### src/rtl/temp_evt_pkg.sv
package temp_evt_pkg;

    typedef struct packed {
        logic above;
        logic below;
        logic crit;
    } trip_flags_t;

    typedef struct packed {
        logic irq;
        logic win_prev;
    } evt_state_t;

    // Hysteresis select to LSB count (0.25 C per LSB): 0, 1.5, 3, 6 C
    function automatic int unsigned hys_lsb(input logic [1:0] sel);
        case (sel)
            2'b01:   return 6;
            2'b10:   return 12;
            2'b11:   return 24;
            default: return 0;
        endcase
    endfunction

endpackage

### src/rtl/temp_hys_sub.sv
module temp_hys_sub #(
    parameter int W = 11
) (
    input  logic signed [W-1:0] base,
    input  logic        [1:0]   sel,
    output logic signed [W-1:0] lowered
);
    import temp_evt_pkg::*;

    localparam logic signed [W:0] MIN_EXT = {2'b11, {(W-1){1'b0}}};
    localparam logic signed [W-1:0] MIN_CODE = {1'b1, {(W-1){1'b0}}};

    logic signed [W:0] base_ext;
    logic signed [W:0] hys_ext;
    logic signed [W:0] diff;

    always_comb begin
        base_ext = {base[W-1], base};
        hys_ext  = (W+1)'(hys_lsb(sel));
        diff     = base_ext - hys_ext;
        if (diff < MIN_EXT) lowered = MIN_CODE;
        else                lowered = diff[W-1:0];
    end


    sat_no_wrap_chk: assert final (lowered <= base);
endmodule

### src/rtl/temp_trip_flags.sv
module temp_trip_flags #(
    parameter int W = 11
) (
    input  logic                     clk,
    input  logic                     rst_n,
    input  logic                     upd,
    input  logic signed [W-1:0]      t,
    input  logic signed [W-1:0]      hi,
    input  logic signed [W-1:0]      lo,
    input  logic signed [W-1:0]      crit,
    input  logic signed [W-1:0]      hi_h,
    input  logic signed [W-1:0]      lo_h,
    input  logic signed [W-1:0]      crit_h,
    output temp_evt_pkg::trip_flags_t flags_q
);
    import temp_evt_pkg::*;

    trip_flags_t flags_d;

    always_comb begin
        flags_d = flags_q;
        if (upd) begin
            if (!flags_q.above) flags_d.above = (t > hi);
            else                flags_d.above = (t > hi_h);
            if (!flags_q.below) flags_d.below = (t < lo_h);
            else                flags_d.below = (t < lo);
            if (!flags_q.crit)  flags_d.crit  = (t >= crit);
            else                flags_d.crit  = (t >= crit_h);
        end
    end

    always_ff @(posedge clk or negedge rst_n) begin
        if (!rst_n) flags_q <= '0;
        else        flags_q <= flags_d;
    end


    hold_without_update_chk: assert property (@(posedge clk) disable iff (!rst_n)
        !upd |=> $stable(flags_q));

    above_set_cause_chk: assert property (@(posedge clk) disable iff (!rst_n)
        (upd && !flags_q.above && t <= hi) |=> !flags_q.above);

    crit_set_cause_chk: assert property (@(posedge clk) disable iff (!rst_n)
        (upd && !flags_q.crit && t < crit) |=> !flags_q.crit);

    below_clear_cause_chk: assert property (@(posedge clk) disable iff (!rst_n)
        (upd && flags_q.below && t >= lo) |=> !flags_q.below);
endmodule

### src/rtl/temp_evt_drive.sv
module temp_evt_drive (
    input  logic                     clk,
    input  logic                     rst_n,
    input  temp_evt_pkg::trip_flags_t flags,
    input  logic                     irq_mode,
    input  logic                     act_high,
    input  logic                     out_en,
    input  logic                     crit_only,
    input  logic                     shutdown,
    input  logic                     clr,
    output logic                     status,
    output logic                     level
);
    import temp_evt_pkg::*;

    evt_state_t st_q, st_d;
    logic win, win_chg, alarm_term;

    always_comb begin
        win        = flags.above | flags.below;
        win_chg    = irq_mode && !shutdown && (win != st_q.win_prev);
        st_d.win_prev = win;
        if (win_chg)  st_d.irq = 1'b1;
        else if (clr) st_d.irq = 1'b0;
        else          st_d.irq = st_q.irq;

        if (crit_only)     alarm_term = 1'b0;
        else if (irq_mode) alarm_term = st_q.irq | win_chg;
        else               alarm_term = win;

        status = flags.crit | alarm_term;
        level  = (out_en & status) ^ ~act_high;
    end

    always_ff @(posedge clk or negedge rst_n) begin
        if (!rst_n) st_q <= '0;
        else        st_q <= st_d;
    end


    irq_clears_only_by_write_chk: assert property (@(posedge clk) disable iff (!rst_n)
        $fell(st_q.irq) |-> $past(clr));

    crit_forces_status_chk: assert property (@(posedge clk) disable iff (!rst_n)
        flags.crit |-> status);

    disabled_idle_chk: assert property (@(posedge clk) disable iff (!rst_n)
        !out_en |-> (level == !act_high));
endmodule

### src/rtl/temp_event_cmp.sv
module temp_event_cmp #(
    parameter int TEMP_W = 11
) (
    input  logic              clk,
    input  logic              rst_n,
    input  logic              smp_valid,
    input  logic [TEMP_W-1:0] smp_temp,
    input  logic [TEMP_W-1:0] thr_upper,
    input  logic [TEMP_W-1:0] thr_lower,
    input  logic [TEMP_W-1:0] thr_crit,
    input  logic [1:0]        cfg_hys,
    input  logic              cfg_irq_mode,
    input  logic              cfg_act_high,
    input  logic              cfg_out_en,
    input  logic              cfg_crit_only,
    input  logic              cfg_shutdown,
    input  logic              clr_evt,
    output logic              flag_above,
    output logic              flag_below,
    output logic              flag_crit,
    output logic              evt_status,
    output logic              evt_out
);
    import temp_evt_pkg::*;

    localparam int NTHR = 3;

    logic signed [TEMP_W-1:0] thr_raw [NTHR];
    logic signed [TEMP_W-1:0] thr_low [NTHR];
    trip_flags_t              flags;
    logic                     upd;

    assign thr_raw[0] = $signed(thr_upper);
    assign thr_raw[1] = $signed(thr_lower);
    assign thr_raw[2] = $signed(thr_crit);
    assign upd        = smp_valid & ~cfg_shutdown;

    for (genvar k = 0; k < NTHR; k++) begin : g_hys
        temp_hys_sub #(.W(TEMP_W)) u_sub (
            .base    (thr_raw[k]),
            .sel     (cfg_hys),
            .lowered (thr_low[k])
        );
    end

    temp_trip_flags #(.W(TEMP_W)) u_flags (
        .clk     (clk),
        .rst_n   (rst_n),
        .upd     (upd),
        .t       ($signed(smp_temp)),
        .hi      (thr_raw[0]),
        .lo      (thr_raw[1]),
        .crit    (thr_raw[2]),
        .hi_h    (thr_low[0]),
        .lo_h    (thr_low[1]),
        .crit_h  (thr_low[2]),
        .flags_q (flags)
    );

    temp_evt_drive u_drive (
        .clk       (clk),
        .rst_n     (rst_n),
        .flags     (flags),
        .irq_mode  (cfg_irq_mode),
        .act_high  (cfg_act_high),
        .out_en    (cfg_out_en),
        .crit_only (cfg_crit_only),
        .shutdown  (cfg_shutdown),
        .clr       (clr_evt),
        .status    (evt_status),
        .level     (evt_out)
    );

    assign flag_above = flags.above;
    assign flag_below = flags.below;
    assign flag_crit  = flags.crit;


    flags_ignore_controls_chk: assert property (@(posedge clk) disable iff (!rst_n)
        !smp_valid |=> ($stable(flag_above) && $stable(flag_below) && $stable(flag_crit)));
endmodule

### config.mk
export PLATFORM = sky130hd
export DESIGN_NAME = temp_event_cmp
export DESIGN_NICKNAME = d
export VERILOG_FILES = /design/src/rtl/temp_evt_pkg.sv /design/src/rtl/temp_hys_sub.sv /design/src/rtl/temp_trip_flags.sv /design/src/rtl/temp_evt_drive.sv /design/src/rtl/temp_event_cmp.sv
export SDC_FILE = /design/constraint.sdc
export NUM_CORES = 1
export LEC_CHECK = 0
export BUFFER_PORTS_ARGS = -buffer_cell sky130_fd_sc_hd__buf_2
export CAP_MARGIN = 20
export CORE_MARGIN = 4
export CORE_UTILIZATION = 50
export CTS_CLUSTER_DIAMETER = 50
export DETAILED_ROUTE_END_ITERATION = 6
export HOLD_SLACK_MARGIN = 0.1
export PLACE_DENSITY = 0.77
export SLEW_MARGIN = 30
export SYNTH_ARGS = -nofsm -noshare
export SYNTH_HDL_FRONTEND = slang
export SYNTH_HIERARCHICAL = 1
export SYNTH_SLANG_ARGS = --single-unit
### constraint.sdc
create_clock -name clk -period 2.1 [get_ports clk]
set_input_delay 0.21 -clock clk [delete_from_list [all_inputs] [get_ports clk]]
set_output_delay 0.21 -clock clk [all_outputs]
set_load 0.01 [all_outputs]
==> flow_metrics.env <==
export IMPL_setup_violations_final=3
export IMPL_reg_to_reg_slack_setup_ns=0.74
export IMPL_synthesized_net_count=574
export IMPL_worstSetupStartpointType="input port"
export IMPL_clk_pin_slew_worst_paths_ns=0.04
export IMPL_chipWidth_um=88.8
export IMPL_static_leakage_nw=2.52
export IMPL_critical_path_slowest_cell="sky130_fd_sc_hd__fa_2"
export IMPL_synthesis_area_um2=3260
export IMPL_most_common_layout_cells="sky130_fd_sc_hd__buf_4, sky130_fd_sc_hd__inv_1, sky130_fd_sc_hd__ha_1, sky130_fd_sc_hd__buf_2, sky130_fd_sc_hd__a21oi_1"
export IMPL_arrival_ns=3.12
export IMPL_post_dp_hpwl_um=8530
export IMPL_slew_headroom_pct=71.0
export IMPL_vias_per_cell=6.07
export IMPL_yosys_top_cells_area="sky130_fd_sc_hd__ha_1, sky130_fd_sc_hd__inv_1, sky130_fd_sc_hd__a21oi_1, sky130_fd_sc_hd__dfrtp_1, sky130_fd_sc_hd__a21o_1"
export IMPL_power_frac_comb_pct=79.0
export IMPL_die_area_um2=7880
export IMPL_htree_levels=1
export IMPL_unrepaired_setup_endpoints_after_global_routing="true"
export IMPL_final_critical_path_setup_slack_ns=-0.907
export IMPL_post_dp_cell_area_um2=4400
export IMPL_port_buffers=59
export IMPL_timing_fmax_ghz=0.333
export IMPL_placement_setup_worst_slack_ns=-1.16
export IMPL_post_route_cells_drive_above_1_share_pct=41.5
export IMPL_die_height_um=88.8
export IMPL_cp_data_required_time_ns=2.22
export IMPL_antennaDiodeCount=0
export IMPL_swShare_pct=47.7
export IMPL_layout_commonest_cell="sky130_fd_sc_hd__buf_4"
export IMPL_synth_main_ff_cell="sky130_fd_sc_hd__dfrtp_1"
export IMPL_detail_route_drc_violations=0
export IMPL_cell_taking_the_most_area_after_synthesis="sky130_fd_sc_hd__ha_1"
export IMPL_p_seq_share_pct=11.2
export IMPL_max_vdd_ir_drop_mv=0.309
export IMPL_power_internal_mw=0.987
export IMPL_violations_in_the_final_reports="negative setup slack"
export IMPL_final_nets=729
export IMPL_cp_cell_sequence="buf_8 > inv_4 > ha_4 > ha_4 > fa_2 > buf_4 > nor2b_1 > o2111ai_1 > o311ai_1 > buf_4 > a21oi_1 > inv_1 > ha_1 > a21oi_2 > o21ai_2 > a221oi_2 > o2111ai_1 > a22o_1"
export IMPL_timing_max_transition_violations_final=0
export IMPL_critical_path_max_stage_delay_ns=0.38
export IMPL_run_status="finished, violations left"
export IMPL_fin_worst_skew_ns=0.00969
export IMPL_powerDensity_nw_per_um2=385
export IMPL_share_clk_of_total_power_pct=9.8
export IMPL_std_cell_rows=29
export IMPL_min_path_cells=2
export IMPL_drt_iter0_drc=216
export IMPL_synth_sequential_area_ratio_pct=3.84
export IMPL_first_global_vias=4009
export IMPL_ys_async_sr_fraction_pct=100
export IMPL_holdCritPathClass="in2reg"
export IMPL_grt_first_pass_wirelength_um=18000
export IMPL_fin_crit_sh_pct=143
export IMPL_avgRoutedWirePerCell_um=18.5
export IMPL_finish_instance_area_um2=4900
export IMPL_worst_pin_slew_ns=0.429
export IMPL_post_route_min_period_ns=3.01
export IMPL_max_cap_violations=0
export IMPL_clk_latency_ns=0.23
export IMPL_place_congestion=0.990
export IMPL_number_of_distinct_library_cells_after_synthesis=66
export IMPL_area_growth_pct=50.1
export IMPL_ctsLongestPathBuffers=2
export IMPL_crit_path_end_kind="flip-flop"
export IMPL_synthesis_yosys_warnings=6
export IMPL_number_of_cells_on_the_worst_reg_to_reg_path=3
export IMPL_synth_edff_count=0
export IMPL_start_util_pct=51.4
export IMPL_grt_max_degree=8
export IMPL_tritoncts_buffers=3
export IMPL_drt_pass1_iterations=5
export IMPL_post_synth_inst_count=434
export IMPL_cts_num_sinks=5
export IMPL_path_max_fanout=4
export IMPL_synthesis_area_per_instance_um2=7.52
export IMPL_io_pins=60
export IMPL_antenna_left=0
export IMPL_synth_top_area_share_pct=31.5
export IMPL_finalHoldViolCount=0
export IMPL_grt_antenna_before_repair=0
export IMPL_clockRootBuffer="sky130_fd_sc_hd__clkbuf_8"
export IMPL_coreArea_um2=6350
export IMPL_grt_total_usage_pct=28.6
export IMPL_worstSetupPathType="in2reg"
export IMPL_net_switching_component_of_the_power_mw=0.899
export IMPL_clock_tree_from_tritoncts="built"
export IMPL_totalWireLength_um=12300
export IMPL_num_vias=4037
export IMPL_gr_total_overflow=0
export IMPL_ys_ff_latch=5
[final cells by class]
| class | count | area [µm²] |
|---|---|---|
| Clock buffer | 4 | 45.0 |
| Fill cell | 425 | 1450 |
| Inverter | 90 | 355 |
| Multi-Input combinational cell | 338 | 3220 |
| Sequential cell | 5 | 125 |
| Tap cell | 77 | 96.3 |
| Timing Repair Buffer | 151 | 1050 |
[layer usage]
metal,GRT usage (%),routed length [µm]
met1,33.4,4690
met2,53.6,6130
met3,2.23,686
met4,11.1,783
met5,0,0
[logic make-up after synthesis]
kind of cell	synth area share [%]
XOR/XNOR	2.38
buffers and inverters	10.5
AND/OR/NAND/NOR	20.4
multiplexers	1.46
flip-flops	3.84
adder cells (fa/ha/maj)	33.3
AO/OA/AOI/OAI	28.1
[critical path: cells and delay by family]
family                   cells  cell delay, ns
AO/OA/AOI/OAI                8            1.30
AND/OR/NAND/NOR              1            0.12
buffers and inverters        5            0.51
adder cells (fa/ha/maj)      4            0.99
[power by group through the flow]
stage	Clock, mW	Sequential, mW	Combinational (mW)
after floorplan	0	0.193	0.742
after detailed placement	0	0.203	1.23
after global placement	0	0.199	1.19
after global routing	0.192	0.216	1.61
final	0.185	0.211	1.49
after CTS	0.188	0.201	1.36
[flip-flops by register name (all words and copies together) (netlist names)]
| name | count |
|---|---|
| u_flags/flags_q | 3 |
| u_drive/st_q | 2 |
[synth_stat cells (5+ instances only)]
cell                         n
sky130_fd_sc_hd__a211oi_1    8
sky130_fd_sc_hd__a21o_1     13
sky130_fd_sc_hd__a21oi_1    32
sky130_fd_sc_hd__a31oi_1     5
sky130_fd_sc_hd__dfrtp_1     5
sky130_fd_sc_hd__ha_1       82
sky130_fd_sc_hd__inv_1      90
sky130_fd_sc_hd__nand2_1    18
sky130_fd_sc_hd__nand2b_1   10
sky130_fd_sc_hd__nand3_1     8
sky130_fd_sc_hd__nor2_1     22
sky130_fd_sc_hd__nor2b_1     9
sky130_fd_sc_hd__nor3_1      5
sky130_fd_sc_hd__o2111ai_1   5
sky130_fd_sc_hd__o21ai_0    15
sky130_fd_sc_hd__o21ai_1     5
[final timing paths]
path                                                     start                        endpoint
worst max-delay path                                cfg_hys[1]  u_flags/flags_q[2]$_DFFE_PN0P_
worst min-delay path                                   clr_evt     u_drive/st_q[1]$_DFFE_PN0P_
worst max register to register  u_flags/flags_q[1]$_DFFE_PN0P_     u_drive/st_q[1]$_DFFE_PN0P_
worst min register to register     u_drive/st_q[1]$_DFFE_PN0P_     u_drive/st_q[1]$_DFFE_PN0P_
max in group asynchronous                                rst_n  u_flags/flags_q[0]$_DFFE_PN0P_
min in group asynchronous                                rst_n  u_flags/flags_q[2]$_DFFE_PN0P_
[per-stage QoR]
stage | hold slack (ns) | util, % | total power [mW] | cells | setup TNS [ns]
3_5_place_dp | 0.0394 | 69.3 | 1.44 | 649 | -3.32
3_3_place_gp | 0.0451 | 69.3 | 1.39 | 649 | -3.11
6_report | 0.189 | 77.1 | 1.89 | 665 | -2.55
5_1_grt | 0.198 | 77.1 | 2.02 | 665 | -2.80
4_1_cts | 0.186 | 75.3 | 1.75 | 663 | -2.23
2_1_floorplan | -0.0856 | - | 0.936 | 434 | -2.03
[timing repair]
| action | in CTS | in global routing |
|---|---|---|
| pin swaps | 49 | 22 |
| endpoints found under the hold margin | 5 | 0 |
| cloned | 0 | 0 |
| resized for setup | 53 | 22 |
| setup buffers | 9 | 3 |
| hold buffers | 1 | 0 |
| setup endpoints to repair | 3 | 3 |
(Power assumes the default switching activity.)
